[config.mk]
export PLATFORM = sky130hd
export DESIGN_NAME = mini16_core
export DESIGN_NICKNAME = d
export VERILOG_FILES = /design/src/rtl/mini16_pkg.sv /design/src/rtl/mini16_decode.sv /design/src/rtl/mini16_alu.sv /design/src/rtl/mini16_regfile.sv /design/src/rtl/mini16_core.sv
export SDC_FILE = /design/constraint.sdc
export NUM_CORES = 1
export LEC_CHECK = 0
export ABC_AREA = 1
export BUFFER_PORTS_ARGS = -buffer_cell sky130_fd_sc_hd__clkbuf_2
export CELL_PAD_IN_SITES_DETAIL_PLACEMENT = 0
export CELL_PAD_IN_SITES_GLOBAL_PLACEMENT = 1
export CORE_MARGIN = 2
export CORE_UTILIZATION = 25
export DETAILED_ROUTE_END_ITERATION = 10
export GPL_TIMING_DRIVEN = 0
export PLACE_DENSITY_LB_ADDON = 0.1
export REMOVE_ABC_BUFFERS = 1
export SETUP_SLACK_MARGIN = 0.3
export SYNTH_ARGS = -nofsm -noshare
export SYNTH_HDL_FRONTEND = slang
export SYNTH_SLANG_ARGS = --single-unit
[constraint.sdc]
create_clock -name clk -period 19.6 [get_ports clk]
set_input_delay 4.9 -clock clk [delete_from_list [all_inputs] [get_ports clk]]
set_output_delay 4.9 -clock clk [all_outputs]
set_load 0.01 [all_outputs]
[src/rtl/mini16_pkg.sv]
// Shared widths, operation codes, ALU selections and the decoded control
// record for the single-cycle 16-bit core. Assumes a 4-bit opcode field.
package mini16_pkg;

    localparam int XLEN   = 16;
    localparam int REG_N  = 16;
    localparam int RIDX_W = $clog2(REG_N);
    localparam int OPC_W  = 4;

    typedef enum logic [OPC_W-1:0] {
        OPC_LW  = 4'd0,
        OPC_SW  = 4'd1,
        OPC_ADD = 4'd2,
        OPC_SUB = 4'd3,
        OPC_AND = 4'd4,
        OPC_OR  = 4'd5,
        OPC_SLT = 4'd6,
        OPC_BEQ = 4'd7,
        OPC_JMP = 4'd8
    } opc_e;

    typedef enum logic [2:0] {
        ALU_AND = 3'd0,
        ALU_OR  = 3'd1,
        ALU_ADD = 3'd2,
        ALU_SUB = 3'd6,
        ALU_SLT = 3'd7
    } alu_sel_e;

    typedef struct packed {
        logic     reg_we;     // write a register at the edge
        logic     dst_is_rd;  // destination from bits [3:0], else [7:4]
        logic     use_imm;    // ALU second operand is the small constant
        logic     mem_rd_n;   // active-low read strobe
        logic     mem_wr_n;   // active-low write strobe
        logic     load_wb;    // write-back takes memory data
        logic     is_beq;
        logic     is_jmp;
        alu_sel_e alu_sel;
    } ctrl_t;

endpackage

[src/rtl/mini16_decode.sv]
// Main control decoder with the opcode-to-ALU translation folded in.
// Assumes unlisted opcodes behave as a no-op that advances the PC.
module mini16_decode
    import mini16_pkg::*;
(
    input  logic [OPC_W-1:0] opcode,
    output ctrl_t            ctrl
);

    // Purpose: map each operation code to its control record.
    always_comb begin
        ctrl.reg_we    = 1'b0;
        ctrl.dst_is_rd = 1'b0;
        ctrl.use_imm   = 1'b0;
        ctrl.mem_rd_n  = 1'b1;
        ctrl.mem_wr_n  = 1'b1;
        ctrl.load_wb   = 1'b0;
        ctrl.is_beq    = 1'b0;
        ctrl.is_jmp    = 1'b0;
        ctrl.alu_sel   = ALU_ADD;
        case (opcode)
            OPC_LW: begin
                ctrl.reg_we   = 1'b1;
                ctrl.use_imm  = 1'b1;
                ctrl.mem_rd_n = 1'b0;
                ctrl.load_wb  = 1'b1;
            end
            OPC_SW: begin
                ctrl.use_imm  = 1'b1;
                ctrl.mem_wr_n = 1'b0;
            end
            OPC_ADD, OPC_SUB, OPC_AND, OPC_OR, OPC_SLT: begin
                ctrl.reg_we    = 1'b1;
                ctrl.dst_is_rd = 1'b1;
                case (opcode)
                    OPC_SUB: ctrl.alu_sel = ALU_SUB;
                    OPC_AND: ctrl.alu_sel = ALU_AND;
                    OPC_OR:  ctrl.alu_sel = ALU_OR;
                    OPC_SLT: ctrl.alu_sel = ALU_SLT;
                    default: ctrl.alu_sel = ALU_ADD;
                endcase
            end
            OPC_BEQ: begin
                ctrl.is_beq  = 1'b1;
                ctrl.alu_sel = ALU_SUB;
            end
            OPC_JMP: ctrl.is_jmp = 1'b1;
            default: ;
        endcase
    end

endmodule

[src/rtl/mini16_alu.sv]
// Combinational ALU: add, subtract, AND, OR and signed set-less-than,
// with an all-zero flag used for the equality branch.
module mini16_alu
    import mini16_pkg::*;
#(
    parameter int W = XLEN
) (
    input  alu_sel_e     sel,
    input  logic [W-1:0] a,
    input  logic [W-1:0] b,
    output logic [W-1:0] y,
    output logic         zero
);

    // Purpose: select the arithmetic or logic result.
    always_comb begin
        case (sel)
            ALU_AND: y = a & b;
            ALU_OR:  y = a | b;
            ALU_SUB: y = a - b;
            ALU_SLT: y = ($signed(a) < $signed(b)) ? W'(1) : W'(0);
            default: y = a + b;
        endcase
    end

    assign zero = (y == '0);

endmodule

[src/rtl/mini16_regfile.sv]
// Register file with two combinational read ports and one write port.
// Entry 0 is held at zero; synchronous active-low reset clears all entries.
module mini16_regfile
    import mini16_pkg::*;
#(
    parameter int W = XLEN,
    parameter int N = REG_N,
    localparam int AW = $clog2(N)
) (
    input  logic          clk,
    input  logic          rst_n,
    input  logic          we,
    input  logic [AW-1:0] waddr,
    input  logic [W-1:0]  wdata,
    input  logic [AW-1:0] raddr_a,
    input  logic [AW-1:0] raddr_b,
    output logic [W-1:0]  rdata_a,
    output logic [W-1:0]  rdata_b
);

    logic [W-1:0] regs [N];

    // Purpose: one storage process per entry, entry 0 pinned to zero.
    for (genvar gi = 0; gi < N; gi++) begin : g_reg
        always_ff @(posedge clk) begin
            if (!rst_n || gi == 0)
                regs[gi] <= '0;
            else if (we && waddr == AW'(gi))
                regs[gi] <= wdata;
        end
    end

    assign rdata_a = regs[raddr_a];
    assign rdata_b = regs[raddr_b];

endmodule

[src/rtl/mini16_core.sv]
// Single-cycle core top: fetch address, decode, register read, ALU,
// memory strobes, write-back and next-PC selection in one clock.
// Assumes instruction and data memories answer combinationally.
module mini16_core
    import mini16_pkg::*;
(
    input  logic        clk,
    input  logic        rst_n,
    output logic [15:0] imem_addr,
    input  logic [15:0] imem_rdata,
    output logic [15:0] dmem_addr,
    output logic [15:0] dmem_wdata,
    input  logic [15:0] dmem_rdata,
    output logic        dmem_rd_n,
    output logic        dmem_wr_n,
    output logic [15:0] dbg_pc,
    output logic [15:0] dbg_instr,
    output logic [15:0] dbg_rd1,
    output logic [15:0] dbg_rd2,
    output logic [15:0] dbg_alu
);

    localparam int JFLD_W = XLEN - OPC_W;

    logic [XLEN-1:0]   pc_q, pc_next, pc_step, br_tgt, jmp_tgt, br_off;
    logic [XLEN-1:0]   instr, rs_val, rt_val, imm, alu_b, alu_y, wb_data;
    logic [RIDX_W-1:0] rs_idx, rt_idx, rd_idx, wb_idx;
    logic [OPC_W-1:0]  opcode;
    logic              alu_zero;
    ctrl_t             ctrl;

    assign instr  = imem_rdata;
    assign opcode = instr[XLEN-1 -: OPC_W];
    assign rs_idx = instr[11:8];
    assign rt_idx = instr[7:4];
    assign rd_idx = instr[3:0];

    mini16_decode u_decode (
        .opcode (opcode),
        .ctrl   (ctrl)
    );

    mini16_regfile #(.W(XLEN), .N(REG_N)) u_regs (
        .clk     (clk),
        .rst_n   (rst_n),
        .we      (ctrl.reg_we),
        .waddr   (wb_idx),
        .wdata   (wb_data),
        .raddr_a (rs_idx),
        .raddr_b (rt_idx),
        .rdata_a (rs_val),
        .rdata_b (rt_val)
    );

    assign imm   = {{(XLEN-RIDX_W){1'b0}}, rd_idx};
    assign alu_b = ctrl.use_imm ? imm : rt_val;

    mini16_alu #(.W(XLEN)) u_alu (
        .sel  (ctrl.alu_sel),
        .a    (rs_val),
        .b    (alu_b),
        .y    (alu_y),
        .zero (alu_zero)
    );

    assign wb_idx  = ctrl.dst_is_rd ? rd_idx : rt_idx;
    assign wb_data = ctrl.load_wb ? dmem_rdata : alu_y;

    // Byte-addressed PC; branch offset and jump field count words.
    assign pc_step = pc_q + XLEN'(2);
    assign br_off  = {{(XLEN-RIDX_W-1){rd_idx[RIDX_W-1]}}, rd_idx, 1'b0};
    assign br_tgt  = pc_step + br_off;
    assign jmp_tgt = {{(XLEN-JFLD_W-1){1'b0}}, instr[JFLD_W-1:0], 1'b0};

    // Purpose: choose the next program counter.
    always_comb begin
        if (ctrl.is_jmp)
            pc_next = jmp_tgt;
        else if (ctrl.is_beq && alu_zero)
            pc_next = br_tgt;
        else
            pc_next = pc_step;
    end

    // Purpose: program counter register with synchronous reset.
    always_ff @(posedge clk) begin
        if (!rst_n) pc_q <= '0;
        else        pc_q <= pc_next;
    end

    assign imem_addr  = pc_q;
    assign dmem_addr  = alu_y;
    assign dmem_wdata = rt_val;
    assign dmem_rd_n  = ctrl.mem_rd_n;
    assign dmem_wr_n  = ctrl.mem_wr_n;
    assign dbg_pc     = pc_q;
    assign dbg_instr  = instr;
    assign dbg_rd1    = rs_val;
    assign dbg_rd2    = rt_val;
    assign dbg_alu    = alu_y;

    AST_RESET_PC: assert property (@(posedge clk)
        !rst_n |=> pc_q == '0);

    AST_PC_STEP: assert property (@(posedge clk) disable iff (!rst_n)
        (!ctrl.is_jmp && !ctrl.is_beq) |=> pc_q == $past(pc_q) + XLEN'(2));

    AST_BEQ_FALLTHRU: assert property (@(posedge clk) disable iff (!rst_n)
        (ctrl.is_beq && rs_val != rt_val) |=> pc_q == $past(pc_q) + XLEN'(2));

    AST_JMP_PC: assert property (@(posedge clk) disable iff (!rst_n)
        ctrl.is_jmp |=> pc_q[JFLD_W:1] == $past(instr[JFLD_W-1:0]));

    AST_STROBE_EXCL: assert property (@(posedge clk) disable iff (!rst_n)
        !(!dmem_rd_n && !dmem_wr_n));

    AST_R0_ZERO: assert property (@(posedge clk) disable iff (!rst_n)
        (rs_idx == '0) |-> rs_val == '0);

endmodule

---- Word level (Yosys, flattened, before mapping) ----
Memory sizes are Yosys's and may differ from the RTL's.
Index checks and enable logic that the tools add are counted.
storage, ports and cells
  register bits ........................... 16
  bits in writable memories ............... 256
  input port bits ......................... 34
  output and inout port bits .............. 130
  word-level logic and storage cells ...... 153
  memories ................................ 1
memory list
  name         depth  bits a word  rd ports  clocked after memory_dff  write ports  line                  RTL
  u_regs.regs  16     16           2         0                         16           mini16_regfile.sv:21  logic [W-1:0] regs [N];
operators by class
  add/subtract/negate cells ............... 4
  magnitude comparators ................... 1
  equal/unequal tests ..................... 26
  multiplexer cells ....................... 78
  bitwise operators ....................... 18
  reduce and logical (&&, ||, !) cells .... 23
operators by type and width
  operator                                                         count
  16-bit 2-to-1 mux                                                18
  16-bit one-hot mux with 4 select lines                           1
  1-bit 2-to-1 mux                                                 55
  4-bit == test, second input constant                             9
  16-bit adder                                                     2
  4-bit by 3-bit == test with 1-bit output, second input constant  8
  16-bit by 2-bit adder with 16-bit output, second input constant  1
  16-bit AND                                                       1
  4-bit by 2-bit == test with 1-bit output, second input constant  4
  1-bit logical AND                                                16
  16-bit logical NOT                                               1
  16-bit < comparator                                              1
  16-bit bitwise OR                                                1
  16-bit subtractor                                                1
  1-bit bitwise OR                                                 15
  13-bit 2-to-1 mux                                                1
  3-bit one-hot mux with 4 select lines                            1
  4-bit by 1-bit == test with 1-bit output, second input constant  2
  3-bit == test, second input constant                             2
  3-bit one-hot mux with 2 select lines                            1
  6-bit OR reduction                                               1
  5-bit OR reduction                                               1
  4-bit logical NOT                                                1
  4-bit 2-to-1 mux                                                 1
  4 further kinds                                                  5

---- Depth between registers and ports, before layout ----
  depth in word-level cells ............... 11
  depth in mapped cells ................... 34
  gate-level depth less buffers ........... 31

---- Hierarchy ----
From an unflattened synthesis, not the netlist that was laid out.
second synthesis, totals
  cell total of the unflattened synthesis .. 2842
  area total of the unflattened synthesis .. 19523.7 um^2
by module, submodules not included
  module          instances  cells each  area each (um^2)  seq. area each (um^2)
  mini16_regfile  1          1847        13852.0           7206.9
  mini16_alu      1          556         2900.3            0.0
  mini16_core     1          415         2666.3            300.3
  mini16_decode   1          24          105.1             0.0

---- Worst setup path after synthesis ----
No wires, ideal clock.
  kind .................................... input-to-output
  from .................................... in imem_rdata[4]
  to ...................................... out dmem_addr[12]
  data arrival time ....................... 8.449 ns
  data required time ...................... 14.700 ns
  path slack .............................. 6.251 ns
  stages .................................. 24
  cell sequence ........................... buf_6 -> buf_4 -> clkbuf_1 -> clkbuf_1 -> clkbuf_1 -> nand2_1 -> o211ai_1 -> nand3_1 -> o211ai_1 -> nand2_1 -> nand2_1 -> inv_1 -> ha_1 -> clkbuf_1 -> inv_1 -> a21oi_1 -> o21a_1 -> a21boi_0 -> nand3_1 -> nand3_1 -> nand2_1 -> nor2_1 -> inv_1 -> buf_4
on the way
  cells in the longest elaborated chain, start to end .. 4
  elaborated cells on any way between the ends .. 7
  classes of those cells .................. add/sub: 2; mux: 2; bitwise: 2; memory: 1
ends and longest elaborated chain
  item                                               line                                RTL
  start, declared                                    mini16_core.sv:10                   input logic [15:0] imem_rdata,
  memory read 16 x 16 bit *                          --
  via dbg_rd2[9]                                     mini16_core.sv:19                   output logic [15:0] dbg_rd2,
  16-bit 2-to-1 mux *                                mini16_core.sv:56                   assign alu_b = ctrl.use_imm ? imm : rt_val;
  16-bit adder or 16-bit subtractor (tied branches)  mini16_alu.sv:22, mini16_alu.sv:20
  16-bit one-hot mux with 4 select lines *           mini16_alu.sv:17                    case (sel)
  end, declared                                      mini16_core.sv:11                   output logic [15:0] dmem_addr,
Mark *: on every way through the listed nets, which the timed path passes. The rest lies on a longest branch.

---- Final worst setup path ----
  from .................................... in imem_rdata[4]
  to ...................................... out dbg_alu[14]
on the way
  cells in the longest elaborated chain, start to end .. 4
  elaborated cells on any way between the ends .. 7
  classes of those cells .................. add/sub: 2; mux: 2; bitwise: 2; memory: 1
ends and longest elaborated chain
  item                                      line               RTL
  memory read 16 x 16 bit *                 --
  16-bit 2-to-1 mux *                       mini16_core.sv:56
  16-bit adder (tied with other cells)      mini16_alu.sv:22   default: y = a + b;
  16-bit one-hot mux with 4 select lines *  mini16_alu.sv:17
  end, declared                             mini16_core.sv:20  output logic [15:0] dbg_alu
Mark *: on every way between the ends. The rest lies on a longest branch, timed or not.

==> flow_metrics.env <==
export IMPL_cts_repair_resized=0
export IMPL_p_seq_share_pct=35.4
export IMPL_regToRegSetupSlack_ns=14.64
export IMPL_hold_ws_ns=0.602
export IMPL_rsz0062_at_grt="false"
export IMPL_port_buffers=161
export IMPL_p_clk_share_pct=34.5
export IMPL_fin_ws_ns=4.24
export IMPL_hold_buffers=0
export IMPL_hpwl_um=50100
export IMPL_timing_final_crit_share_pct=78.4
export IMPL_area_growth_pct=12.2
export IMPL_status="finished clean"
export IMPL_crit_type="in -> out"
export IMPL_drv_slew=0
export IMPL_path_clk_slew_ns=0.06
export IMPL_antenna_found_initial=1
export IMPL_end_kind="output pin"
export IMPL_skew_ns=0.0233
export IMPL_grt_ovfl_total=0
export IMPL_cts_buffer_depth=3
export IMPL_cts_buffers=35
export IMPL_final_cell_mix="nand2_1 (431), nor2_1 (393), edfxtp_1 (240)"
export IMPL_gr_usage_all_layers_pct=20.8
export IMPL_clock_latency_ns=0.57
export IMPL_drt_vias_per_instance=4.96
export IMPL_synth_distinct_cells=54
export IMPL_sw_frac_of_total_pct=37.6
export IMPL_multi_input_area_um2=8600
export IMPL_peakVddDrop_mv=0.0541
export IMPL_r2r_cells=21
export IMPL_gp_congestion=0.840
export IMPL_num_vias=16800
export IMPL_dpl_worst_slack_ns=4.25
export IMPL_p_int_w=0.00111
export IMPL_hold_class="reg -> reg"
export IMPL_die_area_um2=74800
export IMPL_dp_cells=3323
export IMPL_ios=164
export IMPL_drive_gt1_share_pct=12.4
export IMPL_ys_warn_count=0
export IMPL_synth_cells=2409
export IMPL_tns_ns=0
export IMPL_grt_busiest_layer="met2"
export IMPL_fmax_ghz=0.0651
export IMPL_final_common_cell="nand2_1"
export IMPL_p_sw_w=0.000671
export IMPL_grt_first_pass_wirelength_um=113000
export IMPL_worstPathArrival_ns=10.46
export IMPL_die_height_um=274
export IMPL_final_cell_count_no_fill=3384
export IMPL_hold_viol_final=0
export IMPL_fillers=7802
export IMPL_fin_crit_ns=15.36
export IMPL_maxSlewHeadroom_pct=3.51
export IMPL_rows=98
export IMPL_cts_root_buf="clkbuf_16"
export IMPL_cts_tree="yes"
export IMPL_fin_nets=2504
export IMPL_syn_area_um2=18200
export IMPL_p_leak_nw=8.64
export IMPL_finalSetupViolCount=0
export IMPL_post_cts_buffers=0
export IMPL_tightest_slew_ns=1.44
export IMPL_die_w_um=274
export IMPL_startpoint="imem_rdata[4]"
export IMPL_synth_async_reset_ratio_pct=0
export IMPL_antennaDiodeCount=0
export IMPL_ys_ff_latch=255
export IMPL_grt_max_degree=127
export IMPL_utilization_pct=28.4
export IMPL_endpoint="dbg_alu[14]"
export IMPL_pwr_share_comb_pct=30.1
export IMPL_grtUsageMet3_pct=3.07
export IMPL_first_pass_iters=5
export IMPL_wirelength_um=79200
export IMPL_initial_utilization_pct=25.3
export IMPL_cap_violations=0
export IMPL_grtUsageMet2_pct=34.6
export IMPL_ys_flop_type="edfxtp_1"
export IMPL_r2r_start="u_regs.regs[13][10]"
export IMPL_coreArea_um2=71700
export IMPL_clock_sinks=255
export IMPL_critPathLaunchType="input pin"
export IMPL_critical_path_max_fanout=126
export IMPL_cts_htree_levels=2
export IMPL_syn_area_per_cell_um2=7.54
export IMPL_ys_seq_area_share_pct=41.3
export IMPL_synth_edf_count=240
export IMPL_grt_pass1_vias=16200
export IMPL_use_met1_pct=28.3
export IMPL_drt_iter0_markers=1408
export IMPL_register_area_um2=7510
export IMPL_wl_per_cell_um=23.4
export IMPL_worstPathRequired_ns=14.70
export IMPL_reg2reg_to="u_regs.regs[6][15]"
export IMPL_detail_route_antenna_nets=0
export IMPL_p_per_area_nw_per_um2=87.6
export IMPL_post_route_drc_count=0
## synth_stat cells (8+ instances only)
master	instances	area (um^2)
a21oi_1	158	791
a221oi_1	8	70.1
buf_1	10	37.5
buf_2	18	90.1
buf_4	71	533
buf_6	12	135
clkbuf_1	97	364
dfxtp_1	15	300
edfxtp_1	240	7210
ha_1	59	738
inv_1	231	867
inv_2	11	41.3
nand2_1	431	1620
nand2_2	14	87.6
nand3_1	238	1190
nand3_2	11	110
nand3b_1	8	60.1
nand4_1	18	113
nor2_1	393	1480
nor2_2	8	50.1
nor3_1	11	55.1
o211ai_1	57	428
o21ai_0	167	836
o21ai_1	27	135
o22ai_1	12	75.1
xor2_1	15	131
## flip-flops by register name, indices dropped and copies added, names as in the netlist
name / cells
u_regs.regs: 240
dbg_pc: 15
## metrics by stage
stage / instance area, um^2 / power, W
floorplan: 17000 / 0.000929
global placement: 19000 / 0.00116
detailed placement: 19300 / 0.00118
CTS: 20400 / 0.00180
global route: 20400 / 0.00187
finish: 20400 / 0.00178
## power by group through the flow
stage               registers [W]  clock network [W]  logic (W)
global placement         0.000643                  0   0.000521
global route             0.000635           0.000647   0.000591
CTS                      0.000632           0.000629   0.000539
detailed placement       0.000643                  0   0.000537
floorplan                0.000641                  0   0.000288
finish                   0.000632           0.000616   0.000536
## metal layers
layer | up-vias | share of wire [%] | wire [um]
met5 | - | 0 | 0
met4 | 0 | 2.0 | 1570
met3 | 89 | 6.1 | 4860
met2 | 588 | 47 | 37300
met1 | 8091 | 45 | 35500
li1 | 8015 | - | -
## how the worst min path moves through the flow
| stage | start | to | slack (ns) | cells past startpoint |
|---|---|---|---|---|
| global placement | dbg_pc[1] | dbg_pc[1] | 0.59 | 3 |
| finish | dbg_pc[1] | dbg_pc[1] | 0.60 | 3 |
| floorplan | dbg_pc[1] | dbg_pc[1] | 0.60 | 3 |
| global route | dbg_pc[1] | dbg_pc[1] | 0.66 | 3 |
| detailed placement | dbg_pc[1] | dbg_pc[1] | 0.59 | 3 |
| CTS | dbg_pc[1] | dbg_pc[1] | 0.61 | 3 |
## critical path, cell delays in order
cell	delay, ns
clkbuf_8	0.29
buf_16	0.45
inv_4	0.47
nor2_2	0.94
a21oi_1	0.12
o21ai_0	0.17
nand3_1	0.19
nand2_1	0.40
nand2_1	0.17
inv_1	0.11
ha_1	0.32
inv_1	0.15
a21oi_1	0.22
o21ai_0	0.13
inv_1	0.11
o21ai_0	0.13
a31oi_1	0.26
nand3_1	0.11
nand2_1	0.07
nor2_1	0.05
nor2_2	0.32
inv_1	0.10
clkbuf_2	0.14
## cell type report
cell class,count,share of cell area [%]
Clock buffer,44,4.46
Clock inverter,17,0.737
Inverter,248,4.64
Multi-Input combinational cell,1698,42.2
Sequential cell,255,36.8
Tap cell,950,5.83
Timing Repair Buffer,172,5.24
## cells by family (layout without fill, tap and decap cells)
logic type / Yosys count / in the layout / share of synthesized area (%)
buffers and inverters: 457 / 481 / 11.6
xor gates and xnor gates: 22 / 22 / 1.06
and+or+nand+nor: 1149 / 1149 / 27.3
adders and majority gates: 60 / 60 / 4.17
other: 1 / 2 / 0.0206
AOI/OAI and AO/OA: 463 / 463 / 14.4
muxes: 2 / 2 / 0.110
DFF: 255 / 255 / 41.3
Note: power is estimated with default switching activity, not from simulation.
